[src/rtl/xfer_act_pkg.sv]
package xfer_act_pkg;

    localparam int CFG_W          = 8;
    localparam int CFG_SKIP_BIT   = 0;
    localparam int CFG_RCHAIN_BIT = 1;
    localparam int CFG_ERR_BIT    = 7;

    typedef enum logic [2:0] {
        ST_IDLE,
        ST_FVEC,
        ST_FDESC,
        ST_XFER,
        ST_DONE
    } seq_state_e;

    typedef enum logic {
        SEL_VEC  = 1'b0,
        SEL_DESC = 1'b1
    } fetch_sel_e;

    typedef struct packed {
        logic skip_en;
        logic rchain_en;
        logic err;
    } cfg_t;

    // Chain decision after a completed transfer.
    function automatic logic chain_follows(logic rpt, logic chain_bit,
                                           logic reload_evt, logic rchain_en);
        return chain_bit && (!rpt || (reload_evt && rchain_en));
    endfunction

endpackage

[src/rtl/act_ctrl_regs.sv]
module act_ctrl_regs
    import xfer_act_pkg::*;
(
    input  logic             clk,
    input  logic             rst,
    input  logic             reg_wr,
    input  logic             reg_rd,
    input  logic [CFG_W-1:0] reg_wdata,
    input  logic             err_evt,
    output cfg_t             cfg,
    output logic [CFG_W-1:0] reg_rdata
);

    logic skip_q, rchain_q, err_q, armed_q;
    logic clr_ok;

    // A zero written to the flag clears it only once the set flag was read.
    assign clr_ok = reg_wr && !reg_wdata[CFG_ERR_BIT] && armed_q && err_q;

    always_ff @(posedge clk) begin
        if (rst) begin
            skip_q   <= 1'b0;
            rchain_q <= 1'b0;
            err_q    <= 1'b0;
            armed_q  <= 1'b0;
        end else begin
            if (reg_wr) begin
                skip_q   <= reg_wdata[CFG_SKIP_BIT];
                rchain_q <= reg_wdata[CFG_RCHAIN_BIT];
            end
            if (err_evt) begin
                err_q   <= 1'b1;
                armed_q <= 1'b0;
            end else if (clr_ok) begin
                err_q   <= 1'b0;
                armed_q <= 1'b0;
            end else if (reg_rd && err_q) begin
                armed_q <= 1'b1;
            end
        end
    end

    always_comb begin
        reg_rdata                 = '0;
        reg_rdata[CFG_SKIP_BIT]   = skip_q;
        reg_rdata[CFG_RCHAIN_BIT] = rchain_q;
        reg_rdata[CFG_ERR_BIT]    = err_q;
    end

    assign cfg = '{skip_en: skip_q, rchain_en: rchain_q, err: err_q};

    AST_ERR_SETS: assert property (@(posedge clk) disable iff (rst)
        err_evt |=> reg_rdata[CFG_ERR_BIT]) else $error("error flag not set");

    AST_ERR_CLEAR_RULE: assert property (@(posedge clk) disable iff (rst)
        $fell(err_q) |-> ($past(reg_wr) && !$past(reg_wdata[CFG_ERR_BIT]) && $past(armed_q)))
        else $error("error flag cleared without read-then-write-0");

endmodule

[src/rtl/act_vec_track.sv]
module act_vec_track #(
    parameter int VEC_W = 8
) (
    input  logic             clk,
    input  logic             rst,
    input  logic             inval,
    input  logic             upd,
    input  logic [VEC_W-1:0] upd_vec,
    input  logic             upd_chain,
    input  logic [VEC_W-1:0] cand_vec,
    input  logic             skip_en,
    output logic             skip_ok
);

    logic [VEC_W-1:0] vec_q;
    logic             valid_q;
    logic             chain_q;

    always_ff @(posedge clk) begin
        if (rst || inval) begin
            vec_q   <= '0;
            valid_q <= 1'b0;
            chain_q <= 1'b0;
        end else if (upd) begin
            vec_q   <= upd_vec;
            valid_q <= 1'b1;
            chain_q <= upd_chain;
        end
    end

    assign skip_ok = skip_en && valid_q && !chain_q && (cand_vec == vec_q);

    AST_INVAL_BLOCKS_SKIP: assert property (@(posedge clk) disable iff (rst)
        inval |=> !skip_ok) else $error("skip allowed right after invalidation");

    AST_CHAIN_FORCES_FETCH: assert property (@(posedge clk) disable iff (rst)
        (upd && upd_chain && !inval) |=> !skip_ok) else $error("skip after chain");

endmodule

[src/rtl/act_rpt_cnt.sv]
module act_rpt_cnt #(
    parameter int CNT_W = 8
) (
    input  logic             clk,
    input  logic             rst,
    input  logic             load,
    input  logic [CNT_W-1:0] load_val,
    input  logic             load_rpt,
    input  logic             step,
    output logic             rpt_mode,
    output logic             reload
);

    logic [CNT_W-1:0] lo_q, hi_q;
    logic             rpt_q;
    logic             at_last;

    assign at_last  = (lo_q <= CNT_W'(1));
    assign reload   = step && rpt_q && at_last;
    assign rpt_mode = rpt_q;

    always_ff @(posedge clk) begin
        if (rst) begin
            lo_q  <= '0;
            hi_q  <= '0;
            rpt_q <= 1'b0;
        end else if (load) begin
            lo_q  <= load_val;
            hi_q  <= load_val;
            rpt_q <= load_rpt;
        end else if (step) begin
            if (reload)
                lo_q <= hi_q;
            else if (lo_q != '0)
                lo_q <= lo_q - CNT_W'(1);
        end
    end

    AST_RELOAD_RESTORES: assert property (@(posedge clk) disable iff (rst)
        (reload && !load) |=> (lo_q == hi_q)) else $error("reload did not restore count");

    AST_LO_BOUNDED: assert property (@(posedge clk) disable iff (rst)
        lo_q <= hi_q) else $error("low count above reload value");

endmodule

[src/rtl/xfer_act_seq.sv]
module xfer_act_seq
    import xfer_act_pkg::*;
#(
    parameter  int VEC_W  = 8,
    parameter  int CNT_W  = 8,
    localparam int DESC_W = CNT_W + 2
) (
    input  logic              clk,
    input  logic              rst,
    input  logic              act_req,
    input  logic [VEC_W-1:0]  act_vec,
    output logic              act_ack,
    output logic              act_done,
    output logic              mem_req,
    output logic              mem_sel,
    output logic [VEC_W-1:0]  mem_vec,
    input  logic              mem_ack,
    input  logic [DESC_W-1:0] mem_rdata,
    output logic              xfer_start,
    input  logic              xfer_done,
    input  logic              addr_err,
    input  logic              nmi,
    input  logic              reg_wr,
    input  logic              reg_rd,
    input  logic [CFG_W-1:0]  reg_wdata,
    output logic [CFG_W-1:0]  reg_rdata
);

    localparam int RPT_BIT   = CNT_W + 1;
    localparam int CHAIN_BIT = CNT_W;

    seq_state_e       state_q, state_d;
    logic [VEC_W-1:0] vec_q;
    logic             chain_seen_q;
    logic             dchain_q;
    logic             err_evt;
    logic             skip_ok;
    logic             step;
    logic             desc_load;
    logic             reload;
    logic             rpt_mode;
    logic             chain_now;
    cfg_t             cfg;

    assign err_evt = addr_err || nmi;

    act_ctrl_regs u_regs (
        .clk       (clk),
        .rst       (rst),
        .reg_wr    (reg_wr),
        .reg_rd    (reg_rd),
        .reg_wdata (reg_wdata),
        .err_evt   (err_evt),
        .cfg       (cfg),
        .reg_rdata (reg_rdata)
    );

    act_vec_track #(.VEC_W(VEC_W)) u_track (
        .clk       (clk),
        .rst       (rst),
        .inval     (err_evt),
        .upd       (state_q == ST_DONE),
        .upd_vec   (vec_q),
        .upd_chain (chain_seen_q),
        .cand_vec  (act_vec),
        .skip_en   (cfg.skip_en),
        .skip_ok   (skip_ok)
    );

    act_rpt_cnt #(.CNT_W(CNT_W)) u_cnt (
        .clk      (clk),
        .rst      (rst),
        .load     (desc_load),
        .load_val (mem_rdata[CNT_W-1:0]),
        .load_rpt (mem_rdata[RPT_BIT]),
        .step     (step),
        .rpt_mode (rpt_mode),
        .reload   (reload)
    );

    assign act_ack    = (state_q == ST_IDLE) && act_req && !cfg.err && !err_evt;
    assign mem_req    = (state_q == ST_FVEC) || (state_q == ST_FDESC);
    assign mem_sel    = (state_q == ST_FDESC) ? SEL_DESC : SEL_VEC;
    assign mem_vec    = vec_q;
    assign xfer_start = (state_q == ST_XFER);
    assign act_done   = (state_q == ST_DONE);
    assign step       = (state_q == ST_XFER) && xfer_done && !err_evt;
    assign desc_load  = (state_q == ST_FDESC) && mem_ack && !err_evt;
    assign chain_now  = chain_follows(rpt_mode, dchain_q, reload, cfg.rchain_en);

    always_comb begin
        state_d = state_q;
        if (err_evt) begin
            state_d = ST_IDLE;
        end else begin
            case (state_q)
                ST_IDLE:  if (act_ack) state_d = skip_ok ? ST_XFER : ST_FVEC;
                ST_FVEC:  if (mem_ack) state_d = ST_FDESC;
                ST_FDESC: if (mem_ack) state_d = ST_XFER;
                ST_XFER:  if (xfer_done) state_d = chain_now ? ST_FDESC : ST_DONE;
                ST_DONE:  state_d = ST_IDLE;
                default:  state_d = ST_IDLE;
            endcase
        end
    end

    always_ff @(posedge clk) begin
        if (rst) begin
            state_q      <= ST_IDLE;
            vec_q        <= '0;
            chain_seen_q <= 1'b0;
            dchain_q     <= 1'b0;
        end else begin
            state_q <= state_d;
            if (act_ack)
                vec_q <= act_vec;
            if (desc_load)
                dchain_q <= mem_rdata[CHAIN_BIT];
            if (err_evt || act_ack)
                chain_seen_q <= 1'b0;
            else if (step && chain_now)
                chain_seen_q <= 1'b1;
        end
    end

    AST_NO_ACK_IN_ERR: assert property (@(posedge clk) disable iff (rst)
        reg_rdata[CFG_ERR_BIT] |-> !act_ack) else $error("ack while halted");

    AST_ERR_HALTS: assert property (@(posedge clk) disable iff (rst)
        err_evt |=> (!mem_req && !xfer_start && !act_done)) else $error("not halted");

    AST_FETCH_ORDER: assert property (@(posedge clk) disable iff (rst)
        (mem_req && mem_sel == SEL_VEC && mem_ack && !err_evt) |=> (mem_req && mem_sel == SEL_DESC))
        else $error("descriptor read does not follow vector read");

    AST_REQ_HOLD: assert property (@(posedge clk) disable iff (rst)
        (mem_req && !mem_ack && !err_evt) |=> (mem_req && $stable(mem_sel)))
        else $error("memory request dropped before ack");

    AST_ACCEPT_STARTS: assert property (@(posedge clk) disable iff (rst)
        act_ack |=> ((mem_req && mem_sel == SEL_VEC) || xfer_start))
        else $error("accepted activation did not start");

    AST_DONE_PULSE: assert property (@(posedge clk) disable iff (rst)
        act_done |=> !act_done) else $error("done longer than one cycle");

endmodule

[config.mk]
export PLATFORM = sky130hd
export DESIGN_NAME = xfer_act_seq
export DESIGN_NICKNAME = d
export VERILOG_FILES = /design/src/rtl/xfer_act_pkg.sv /design/src/rtl/act_ctrl_regs.sv /design/src/rtl/act_vec_track.sv /design/src/rtl/act_rpt_cnt.sv /design/src/rtl/xfer_act_seq.sv
export SDC_FILE = /design/constraint.sdc
export NUM_CORES = 1
export LEC_CHECK = 0
export BUFFER_PORTS_ARGS = -buffer_cell sky130_fd_sc_hd__buf_4
export CAP_MARGIN = 40
export CORE_UTILIZATION = 52
export DETAILED_ROUTE_END_ITERATION = 7
export PLACE_DENSITY = 0.78
export SYNTH_ARGS = -nofsm -noshare
export SYNTH_HDL_FRONTEND = slang
export SYNTH_SLANG_ARGS = --single-unit
[constraint.sdc]
create_clock -name clk -period 2.6 [get_ports clk]
set_input_delay 0.39 -clock clk [delete_from_list [all_inputs] [get_ports clk]]
set_output_delay 0.39 -clock clk [all_outputs]
set_load 0.02 [all_outputs]
==> qor.csv <==
stage,metric,value,unit
placement,placed cell area,2540,µm²
cts,CTS root buf,clkbuf_8,
floorplan,FP Rows,23,
yosys,predominant post-synthesis flop cell,dfxtp_1,
final_layout,"Non-Filler Cell Area, Final",2620,µm²
cts,# resized after CTS,0,
setup_path,CP Max Fanout,7,
drt,Final ANT Viol Nets,0,
final_layout,layout cells sized above 1,23.5,%
global_routing,GRT Total Usage,23.6,%
setup_path,delay of the slowest critical-path stage,0.43,ns
power_and_ir_drop,leakage,1.03,nW
job,MaxCap Viol Count,0,
drt,Iter 0 DRT Violations,128,
cts,clk slew on worst S/H paths,0.08,ns
yosys,Mapped Area,2210,µm²
cts,maximum clock path buffer count,2,
cts,CTS buffer count,5,
cts,post-CTS setup buffers,0,
final_layout,P&R area growth vs syn,18.8,%
yosys,Synth Warn #,0,
setup_path,crit-path cells,inv_1 > ha_1 > o21a_1 > and4b_1 > o21ai_1 > buf_4 > nor2_1 > a311oi_1,
setup_path,WP data arrival,2.47,ns
floorplan,Ports,56,
global_routing,vias in the first global route,1671,
timing,Period minus WS final,2.26,ns
global_routing,met1 GRT Util,30.8,%
power_and_ir_drop,clock power share,33.5,%
yosys,Syn Area/Cell,8.75,µm²
cts,Sink Count,44,
floorplan,Die W,67.1,µm
yosys,Cells after Synth,252,
cts,CTS tree,built,
global_routing,global route overflow,0,
setup_path,Worst Setup Path Type,reg2reg,
final_layout,Ant. Diodes,0,
global_routing,met2 global-route usage,38.0,%
power_and_ir_drop,Net Switching,0.274,mW
floorplan,Die Y,67.1,µm
drt,Initial DRT Pass Iterations,4,
power_and_ir_drop,Comb pwr share,8.7,%
power_and_ir_drop,power per cell area,453,nW/µm²
global_routing,initial antenna violation count,0,
power_and_ir_drop,Max IR drop VDD,345,µV
floorplan,Starting Density,54.8,%
drt,Avg Vias per Cell,5.45,
power_and_ir_drop,switching share of power,23.1,%
timing,RSZ-0062 raised after global routing,false,
yosys,Yosys reg bits,44,
drt,WL/cell,14.1,µm
setup_path,crit path capture type,flip-flop,
power_and_ir_drop,Seq pwr share,57.8,%
power_and_ir_drop,Pint,0.914,mW
global_routing,first-pass GRT wire length,7900,µm
placement,HPWL after DPL,3500,µm
setup_path,R2R Setup Slk,0.34,ns
final_layout,fillcell total,360,
drt,DRC viols,0,
timing,Clock Skew,0.00470,ns
floorplan,DIE AREA,4510,µm²
yosys,share of the yosys chip area belonging to registers,39.9,%
timing,Max Clk Rate,442,MHz
timing,setup TNS,0,ns
global_routing,layer carrying the most global-route usage,met2,
run_status,status,"complete, no violations",
timing,slew at the pin closest to its max-slew limit,0.510,ns
global_routing,largest net degree at the start of global routing,32,
floorplan,Core ar.,4030,µm²
yosys,Post-synth EDFFs,0,
setup_path,crit start category,flip-flop,
global_routing,M3 GR Usage,5.41,%
power_and_ir_drop,overall power,1.19,mW
final_layout,Layout Cells excl Fill,343,
drt,"wirelength, routed",4830,µm
placement,Placed Cells,336,
placement,IO Port Bufs,45,
timing,headroom to the max-slew limit,65.8,%
cts,H-tree depth,2,
cts,CTS Hold Bufs,0,
final_layout,# nets final,331,
yosys,synth unique cells,49,
hold_path,worst min path class,in2reg,
timing,final hold vios,0,
yosys,fraction of registers with async set/reset,0,%
setup_path,Slowest cell on crit path,o21ai_1,
timing,fin. max-slew vios,0,
cts,later-pin clock latency in the skew report,0.29,ns
timing,final period utilization,87.1,%
drt,via count,1868,
setup_path,Critical Path RT,2.81,ns
timing,final setup fails,0,
final_layout,Util after Layout,65.1,%
placement,GP Congestion,0.810,
## worst max-delay path, delay by kind of cell, from the launching register on
kind | cells | cell delay [ns]
buffers and inverters | 2 | 0.35
AO/OA/AOI/OAI | 3 | 0.91
flip-flops | 1 | 0.35
adder cells (fa/ha/maj) | 1 | 0.27
AND/OR/NAND/NOR | 2 | 0.30
## cells in the final DEF, fill, tap and decap left out, drive strengths merged, types with 2 or more instances in the layout
master / Yosys / final
buf: 15 / 52
dfxtp: 44 / 44
nor2: 37 / 37
nand2: 27 / 27
mux2i: 20 / 20
a21oi: 14 / 14
xor2: 10 / 10
nor3: 8 / 8
clkbuf: 7 / 6
inv: 5 / 5
conb: 1 / 5
o21ai: 5 / 5
a311oi: 5 / 5
xnor2: 4 / 4
a211oi: 4 / 4
nand3: 4 / 4
and2: 3 / 3
or3: 3 / 3
nor2b: 3 / 3
o211ai: 3 / 3
nor4: 3 / 3
ha: 3 / 3
nand4: 2 / 2
o211a: 2 / 2
o2111ai: 2 / 2
a211o: 2 / 2
nor3b: 2 / 2
or2: 2 / 2
## per-layer routing
metal  vias up  routed length, µm
met4         0                 48
met5         -                  0
met2        62               2260
met1       860               2260
met3         4                263
li1        942                  -
## sequential cells by signal, indices dropped and copies added (netlist names)
name and count:
chain_seen_q 1, dchain_q 1, mem_vec 8, state_q 3
u_cnt.hi_q 8, u_cnt.lo_q 8, u_cnt.rpt_mode 1, u_regs.armed_q 1
u_regs.err_q 1, u_regs.rchain_q 1, u_regs.skip_q 1, u_track.chain_q 1
u_track.valid_q 1, u_track.vec_q 8
## power groups by stage
stage                     clock (mW)  sequential [mW]  combinational [mW]
final                          0.398            0.686               0.104
after global placement             0            0.702               0.102
after global routing           0.435            0.687               0.113
after detailed placement           0            0.702               0.104
after floorplan                    0            0.704              0.0533
after CTS                      0.407            0.686               0.104
## synthesized netlist by cell type (4+ instances only)
master	n	share of area (%)
o21ai_1	4	0.91
xnor2_1	4	1.6
inv_1	5	0.85
a211oi_1	4	1.4
mux2i_1	20	9.1
nor3_1	6	1.4
clkbuf_1	7	1.2
a21oi_1	14	3.2
dfxtp_1	44	40
nor2_1	37	6.3
xor2_1	10	4.0
buf_2	5	1.1
buf_4	9	3.1
nand2_1	27	4.6
## worst paths after layout
kind	start	endpoint	cells after the start
max	u_cnt.lo_q[0]	u_cnt.lo_q[2]	8
min	act_vec[4]	mem_vec[4]	3
max reg2reg	u_cnt.lo_q[0]	u_cnt.lo_q[2]	8
min reg2reg	u_cnt.hi_q[7]	u_cnt.hi_q[7]	2
## per-stage QoR
| step | hold WS (ns) | setup slack (ns) |
|---|---|---|
| 3_5_place_dp | 0.450 | 0.409 |
| 2_1_floorplan | 0.432 | 0.716 |
| 4_1_cts | 0.338 | 0.352 |
| 3_3_place_gp | 0.442 | 0.445 |
| 5_1_grt | 0.336 | 0.132 |
| 6_report | 0.344 | 0.335 |
## cells by family after synthesis
family | count (synthesis) | share of synthesized area [%]
buffers and inverters | 27 | 6.75
XOR/XNOR | 14 | 5.56
adder cells (fa/ha/maj) | 3 | 1.70
other | 1 | 0.170
AND/OR/NAND/NOR | 97 | 21.6
flip-flops | 44 | 39.9
multiplexers | 20 | 9.08
AO/OA/AOI/OAI | 46 | 15.3
## final cells by class
class                           instances  area [µm²]  area share (%)
Clock inverter                          1        5.00           0.191
Sequential cell                        44         881            33.6
Timing Repair Buffer                   52         390            14.9
Clock buffer                            6        72.6            2.77
Tap cell                               50        62.6            2.39
Inverter                                5        18.8           0.716
Multi-Input combinational cell        185        1190            45.4
(Power assumes the default switching activity.)
